==> src/rtl/err_aggr_pkg.sv <==
package err_aggr_pkg;
  localparam int STS_W        = 5;
  localparam int STS_COR_INT  = 0;
  localparam int STS_UNC_INT  = 1;
  localparam int STS_COR_DET  = 2;
  localparam int STS_NF_DET   = 3;
  localparam int STS_FAT_DET  = 4;

  localparam int CLS_W        = 3;
  localparam int CLS_COR      = 0;
  localparam int CLS_NF       = 1;
  localparam int CLS_FAT      = 2;

  typedef enum logic [1:0] {
    MSG_COR      = 2'd0,
    MSG_NONFATAL = 2'd1,
    MSG_FATAL    = 2'd2
  } msg_class_e;
endpackage

==> src/rtl/aggr_fn_status.sv <==
module aggr_fn_status
  import err_aggr_pkg::*;
(
  input  logic             clk,
  input  logic             rst,
  input  logic             fn_en,
  input  logic             sev_fatal,
  input  logic             client_cor,
  input  logic             client_unc,
  input  logic             evt_cor,
  input  logic             evt_nf,
  input  logic             evt_fatal,
  input  logic             clr_hit,
  input  logic [STS_W-1:0] clr_bits,
  output logic [STS_W-1:0] sts
);
  logic [STS_W-1:0] set_v;
  logic [STS_W-1:0] clr_v;
  logic [STS_W-1:0] sts_q;

  always_comb begin
    set_v = '0;
    if (fn_en) begin
      set_v[STS_COR_INT] = client_cor;
      set_v[STS_UNC_INT] = client_unc;
      set_v[STS_COR_DET] = client_cor | evt_cor;
      set_v[STS_NF_DET]  = (client_unc & ~sev_fatal) | evt_nf;
      set_v[STS_FAT_DET] = (client_unc & sev_fatal) | evt_fatal;
    end
  end

  assign clr_v = clr_hit ? clr_bits : '0;

  always_ff @(posedge clk) begin
    if (rst) sts_q <= '0;
    else     sts_q <= (sts_q & ~clr_v) | set_v;
  end

  assign sts = sts_q;


  set_wins_chk: assert property (@(posedge clk) disable iff (rst)
    (set_v != '0) |=> ((sts_q & $past(set_v)) == $past(set_v)));


  clear_chk: assert property (@(posedge clk) disable iff (rst)
    clr_hit |=> ((sts_q & $past(clr_bits) & ~$past(set_v)) == '0));


  disabled_hold_chk: assert property (@(posedge clk) disable iff (rst)
    !fn_en |=> ((sts_q & ~$past(sts_q)) == '0));
endmodule

==> src/rtl/aggr_class_reduce.sv <==
module aggr_class_reduce
  import err_aggr_pkg::*;
#(
  parameter int NUM_FN = 4
) (
  input  logic [NUM_FN*STS_W-1:0] sts_flat,
  input  logic [NUM_FN-1:0]       cor_mask,
  input  logic [NUM_FN-1:0]       nf_mask,
  input  logic [NUM_FN-1:0]       fatal_mask,
  input  logic [NUM_FN-1:0]       msg_en,
  input  logic                    ep_mode,
  output logic [CLS_W-1:0]        cls_lvl,
  output logic [CLS_W-1:0]        msg_lvl
);
  logic [CLS_W-1:0] fn_cls [NUM_FN];

  for (genvar f = 0; f < NUM_FN; f++) begin : g_fn
    assign fn_cls[f][CLS_COR] = sts_flat[f*STS_W + STS_COR_DET] & ~cor_mask[f];
    assign fn_cls[f][CLS_NF]  = sts_flat[f*STS_W + STS_NF_DET]  & ~nf_mask[f];
    assign fn_cls[f][CLS_FAT] = sts_flat[f*STS_W + STS_FAT_DET] & ~fatal_mask[f];
  end

  always_comb begin
    cls_lvl = '0;
    msg_lvl = '0;
    for (int f = 0; f < NUM_FN; f++) begin
      cls_lvl = cls_lvl | fn_cls[f];
      if (msg_en[f]) msg_lvl = msg_lvl | fn_cls[f];
    end
    if (!ep_mode) msg_lvl = '0;
  end
endmodule

==> src/rtl/aggr_edge_pulse.sv <==
module aggr_edge_pulse #(
  parameter int W = 3
) (
  input  logic         clk,
  input  logic         rst,
  input  logic [W-1:0] lvl,
  output logic [W-1:0] pulse
);
  logic [W-1:0] prev_q;
  logic [W-1:0] pulse_q;

  always_ff @(posedge clk) begin
    if (rst) begin
      prev_q  <= '0;
      pulse_q <= '0;
    end else begin
      prev_q  <= lvl;
      pulse_q <= lvl & ~prev_q;
    end
  end

  assign pulse = pulse_q;


  single_cycle_chk: assert property (@(posedge clk) disable iff (rst)
    (pulse_q != '0) |=> ((pulse_q & $past(pulse_q)) == '0));
endmodule

==> src/rtl/err_report_aggr.sv <==
module err_report_aggr
  import err_aggr_pkg::*;
#(
  parameter  int NUM_FN   = 4,
  localparam int FN_IDX_W = (NUM_FN > 1) ? $clog2(NUM_FN) : 1
) (
  input  logic                    clk,
  input  logic                    rst,
  input  logic                    ep_mode,
  input  logic [NUM_FN-1:0]       fn_en,
  input  logic [NUM_FN-1:0]       sev_fatal,
  input  logic [NUM_FN-1:0]       cor_mask,
  input  logic [NUM_FN-1:0]       nf_mask,
  input  logic [NUM_FN-1:0]       fatal_mask,
  input  logic [NUM_FN-1:0]       msg_en,
  input  logic                    client_cor_err,
  input  logic                    client_unc_err,
  input  logic [NUM_FN-1:0]       fn_cor_evt,
  input  logic [NUM_FN-1:0]       fn_nf_evt,
  input  logic [NUM_FN-1:0]       fn_fatal_evt,
  input  logic                    clr_valid,
  input  logic [FN_IDX_W-1:0]     clr_fn,
  input  logic [STS_W-1:0]        clr_bits,
  output logic [NUM_FN*STS_W-1:0] status,
  output logic                    cor_err_pulse,
  output logic                    nonfatal_err_pulse,
  output logic                    fatal_err_pulse,
  output logic                    msg_req,
  output logic [1:0]              msg_class
);
  logic [NUM_FN*STS_W-1:0] sts_flat;
  logic [CLS_W-1:0]        cls_lvl;
  logic [CLS_W-1:0]        msg_lvl;
  logic [CLS_W-1:0]        cls_pulse;
  logic [CLS_W-1:0]        msg_pulse;
  msg_class_e              msg_cls;

  for (genvar f = 0; f < NUM_FN; f++) begin : g_fn
    aggr_fn_status u_sts (
      .clk        (clk),
      .rst        (rst),
      .fn_en      (fn_en[f]),
      .sev_fatal  (sev_fatal[f]),
      .client_cor (client_cor_err),
      .client_unc (client_unc_err),
      .evt_cor    (fn_cor_evt[f]),
      .evt_nf     (fn_nf_evt[f]),
      .evt_fatal  (fn_fatal_evt[f]),
      .clr_hit    (clr_valid && (clr_fn == FN_IDX_W'(f))),
      .clr_bits   (clr_bits),
      .sts        (sts_flat[f*STS_W +: STS_W])
    );
  end

  aggr_class_reduce #(.NUM_FN(NUM_FN)) u_reduce (
    .sts_flat   (sts_flat),
    .cor_mask   (cor_mask),
    .nf_mask    (nf_mask),
    .fatal_mask (fatal_mask),
    .msg_en     (msg_en),
    .ep_mode    (ep_mode),
    .cls_lvl    (cls_lvl),
    .msg_lvl    (msg_lvl)
  );

  aggr_edge_pulse #(.W(CLS_W)) u_cls_edge (
    .clk   (clk),
    .rst   (rst),
    .lvl   (cls_lvl),
    .pulse (cls_pulse)
  );

  aggr_edge_pulse #(.W(CLS_W)) u_msg_edge (
    .clk   (clk),
    .rst   (rst),
    .lvl   (msg_lvl),
    .pulse (msg_pulse)
  );

  always_comb begin
    if (msg_pulse[CLS_FAT])     msg_cls = MSG_FATAL;
    else if (msg_pulse[CLS_NF]) msg_cls = MSG_NONFATAL;
    else                        msg_cls = MSG_COR;
  end

  assign status             = sts_flat;
  assign cor_err_pulse      = cls_pulse[CLS_COR];
  assign nonfatal_err_pulse = cls_pulse[CLS_NF];
  assign fatal_err_pulse    = cls_pulse[CLS_FAT];
  assign msg_req            = |msg_pulse;
  assign msg_class          = msg_cls;


  msg_mode_chk: assert property (@(posedge clk) disable iff (rst)
    msg_req |-> $past(ep_mode));


  msg_enable_chk: assert property (@(posedge clk) disable iff (rst)
    msg_req |-> ($past(msg_en) != '0));
endmodule

==> config.mk <==
export PLATFORM = sky130hd
export DESIGN_NAME = err_report_aggr
export DESIGN_NICKNAME = d
export VERILOG_FILES = /design/src/rtl/err_aggr_pkg.sv /design/src/rtl/aggr_fn_status.sv /design/src/rtl/aggr_class_reduce.sv /design/src/rtl/aggr_edge_pulse.sv /design/src/rtl/err_report_aggr.sv
export SDC_FILE = /design/constraint.sdc
export NUM_CORES = 1
export LEC_CHECK = 0
export BUFFER_PORTS_ARGS = -buffer_cell sky130_fd_sc_hd__buf_2
export CAP_MARGIN = 20
export CORE_UTILIZATION = 44
export DETAILED_ROUTE_END_ITERATION = 7
export PLACE_DENSITY = 0.76
export SETUP_SLACK_MARGIN = 0.1
export SLEW_MARGIN = 40
export SYNTH_ARGS = -nofsm -noshare
export SYNTH_HDL_FRONTEND = slang
export SYNTH_SLANG_ARGS = --single-unit
==> constraint.sdc <==
create_clock -name clk -period 1 [get_ports clk]
set_input_delay 0.2 -clock clk [delete_from_list [all_inputs] [get_ports clk]]
set_output_delay 0.2 -clock clk [all_outputs]
set_load 0.1 [all_outputs]
==> run metrics <==
Final min period=1.44 ns; WL final=4.57 mm; Max Cap Viol=0; vias in the first global route=1,516; Core Area=3030 sq um; antenna violations before repair=0; Synth Cell Area=1400 sq um; Yosys cell types=21; CP Capture Type=output port; Post-synth EDFFs=0; Final Hold Fails=0; Layout Cells excl Fill=297; total CTS buffers=5; Synth Area in Adders=0%; Post-Syn Nets=207; num rows=20; clock sinks=32; WHS=0.0709 ns; VDD IR max=0.000899 V; Die H=58.3 um; detailed placer's ending HPWL=3.15 mm; leak pwr=1.09 nW; Max clock buf depth=2; Startpoint Class=register; critical path arrival=1.24 ns; die area=3400 sq um; via count=1,571; area leader, netlist=dfxtp_1; Die Width=58.3 um; RSZ-0062 raised after global routing=yes; ANT cells=0; area grow syn2layout=84.8%; Gate Count Post-Synth=158; synthesized flop and latch total=32; antenna-violating nets left=0; CTS H-tree depth=2; initial DRC count=47; Root Buffer=clkbuf_4; GRT Util Overall=27.4%; Clock Pin Slew Worst Setup and Hold Paths=0.11 ns; final-stage net count=301; Post-Syn Area per Cell=8.83 sq um; most frequent cell after synthesis=dfxtp_1; YS warnings=0; 1st-pass router iterations=4; failing checks=negative setup slack; top cells by count, synth=dfxtp_1 (32), o21ai_0 (24), a21oi_1 (20); relative slew slack=83.6%; Synth Area in XOR/XNOR=0%; largest family of logic cells by synthesized area=compound AO/OA/AOI/OAI gates; Post-route DRC=0; ranking of synthesized cells by area=dfxtp_1 (46%), o21ai_0 (8.6%), a21oi_1 (7.2%); CP Max Fanout=1; Port Buffers=74; worst setup margin=-0.438 ns; Placed Instances=273; Synth Area in Compound Gates=26.4%; Async S/R FF share, synth=0%; Required @ worst endpoint=0.80 ns; TritonCTS clock tree=done; grt total ovfl=0; status=finished, violations left; sequential element share of the synthesized area=45.9%; GP Congestion=0.794; Final Setup Violations=26; first-pass GRT wire length=6.77 mm; Primary FF master, synth=dfxtp_1; pwr dens=1420 nW/um^2; post-synthesis mux area share=0%; Worst Setup Slack post-DPL=-0.149 ns; fin crit share=144%; Via-to-Cell Ratio=5.29; Worst Hold Class=primary input to register; Initial Util=46.1%; fmax=0.695 GHz; simple-gate share of the synthesized area=24.7%; final slew viol count=0; io pins=75; FILL cells=178; largest net degree at the start of global routing=21; worst skew pair latency=0.35 ns; Setup TNS=-2.77 ns; Synth top area share=45.9%; worst clock skew=0.0170 ns; layout cells sized above 1=55.3%; worst slew pin tran=0.247 ns; # hold bufs at CTS=0; critical path class=register to output port; wire length per cell=15.4 um
==> path summary, 6_finish.rpt <==
kind                              from                   end  slack [ns]  cells after the start
hold / removal             clr_bits[1]  g_fn[0].u_sts.sts[1]        0.07                      2
setup / recovery   u_msg_edge.pulse[0]               msg_req       -0.44                      2
hold reg to reg   u_cls_edge.prev_q[0]   u_cls_edge.pulse[0]        0.38                      1
setup reg to reg  g_fn[1].u_sts.sts[4]   u_msg_edge.pulse[2]        0.01                      4
==> state kept, by name, indices dropped and copies added, names as in the netlist <==
| name | flops |
|---|---|
| g_fn.u_sts.sts | 20 |
| u_cls_edge.prev_q | 3 |
| u_cls_edge.pulse | 3 |
| u_msg_edge.prev_q | 3 |
| u_msg_edge.pulse | 3 |
==> routing by layer <==
metal	GRT usage [%]	routed length, um	up-vias
li1	-	-	755
met1	30.5	1760	727
met2	49.6	2400	75
met3	7.69	256	14
met4	9.86	150	0
met5	0	0	-
==> logic make-up (layout without fill, tap and decap cells) <==
| family | after synthesis | after routing |
|---|---|---|
| flops | 32 | 32 |
| simple gates | 61 | 61 |
| buf+inv | 7 | 102 |
| compound gates | 58 | 58 |
==> where the power goes <==
group / internal [mW] / switching (mW) / leakage, nW
sequential: 1.36 / 0.0881 / 0.279
combinational: 0.580 / 0.852 / 0.777
clock: 0.334 / 0.455 / 0.0380
==> metrics by stage <==
stage | area [sq um] | total power [mW] | util, %
2_1_floorplan | 1500 | 2.23 | -
3_3_place_gp | 2300 | 2.74 | 75.9
3_5_place_dp | 2300 | 2.76 | 75.9
4_1_cts | 2490 | 3.60 | 82.1
5_1_grt | 2580 | 3.82 | 85.2
6_report | 2580 | 3.67 | 85.2
==> critical path: stages, from the launching register on <==
cell and delay (ns):
dfxtp_1 0.32, or3_4 0.39, buf_12 0.17
==> repair_timing <==
item / in CTS / in global routing
resized for setup: 10 / 14
setup endpoints to repair: 28 / 35
pin swaps: 7 / 5
setup buffers: 12 / 6
==> cell type report <==
class | instances | area, sq um | share of cell area [%]
clock buffers | 6 | 51.3 | 1.99
multi-input cells | 119 | 772 | 29.9
repair buffers | 93 | 965 | 37.4
inverters | 1 | 3.75 | 0.146
well taps | 44 | 55.1 | 2.13
flip-flops and latches | 32 | 722 | 28.0
clock inverters | 2 | 10.0 | 0.388
==> placed cells by master, fill, tap and decap left out <==
cell type   n
nor3_1      1
nand2b_4    6
dfxtp_4    20
nand2_1    18
or2b_4      1
buf_6      13
inv_1       1
clkbuf_8    1
nor2_1      5
buf_4       5
or3_4       1
nand3b_1    9
clkbuf_4    5
a41oi_2     3
nor3_2      2
o21ai_0    24
a311oi_1    4
a21o_1      4
dfxtp_2     5
buf_12     27
clkinv_2    2
buf_2      48
o2111a_1    3
nor2b_4     1
nand2b_1   10
a21oi_1    20
nor2b_1     7
dfxtp_1     7
(Power assumes the default switching activity.)
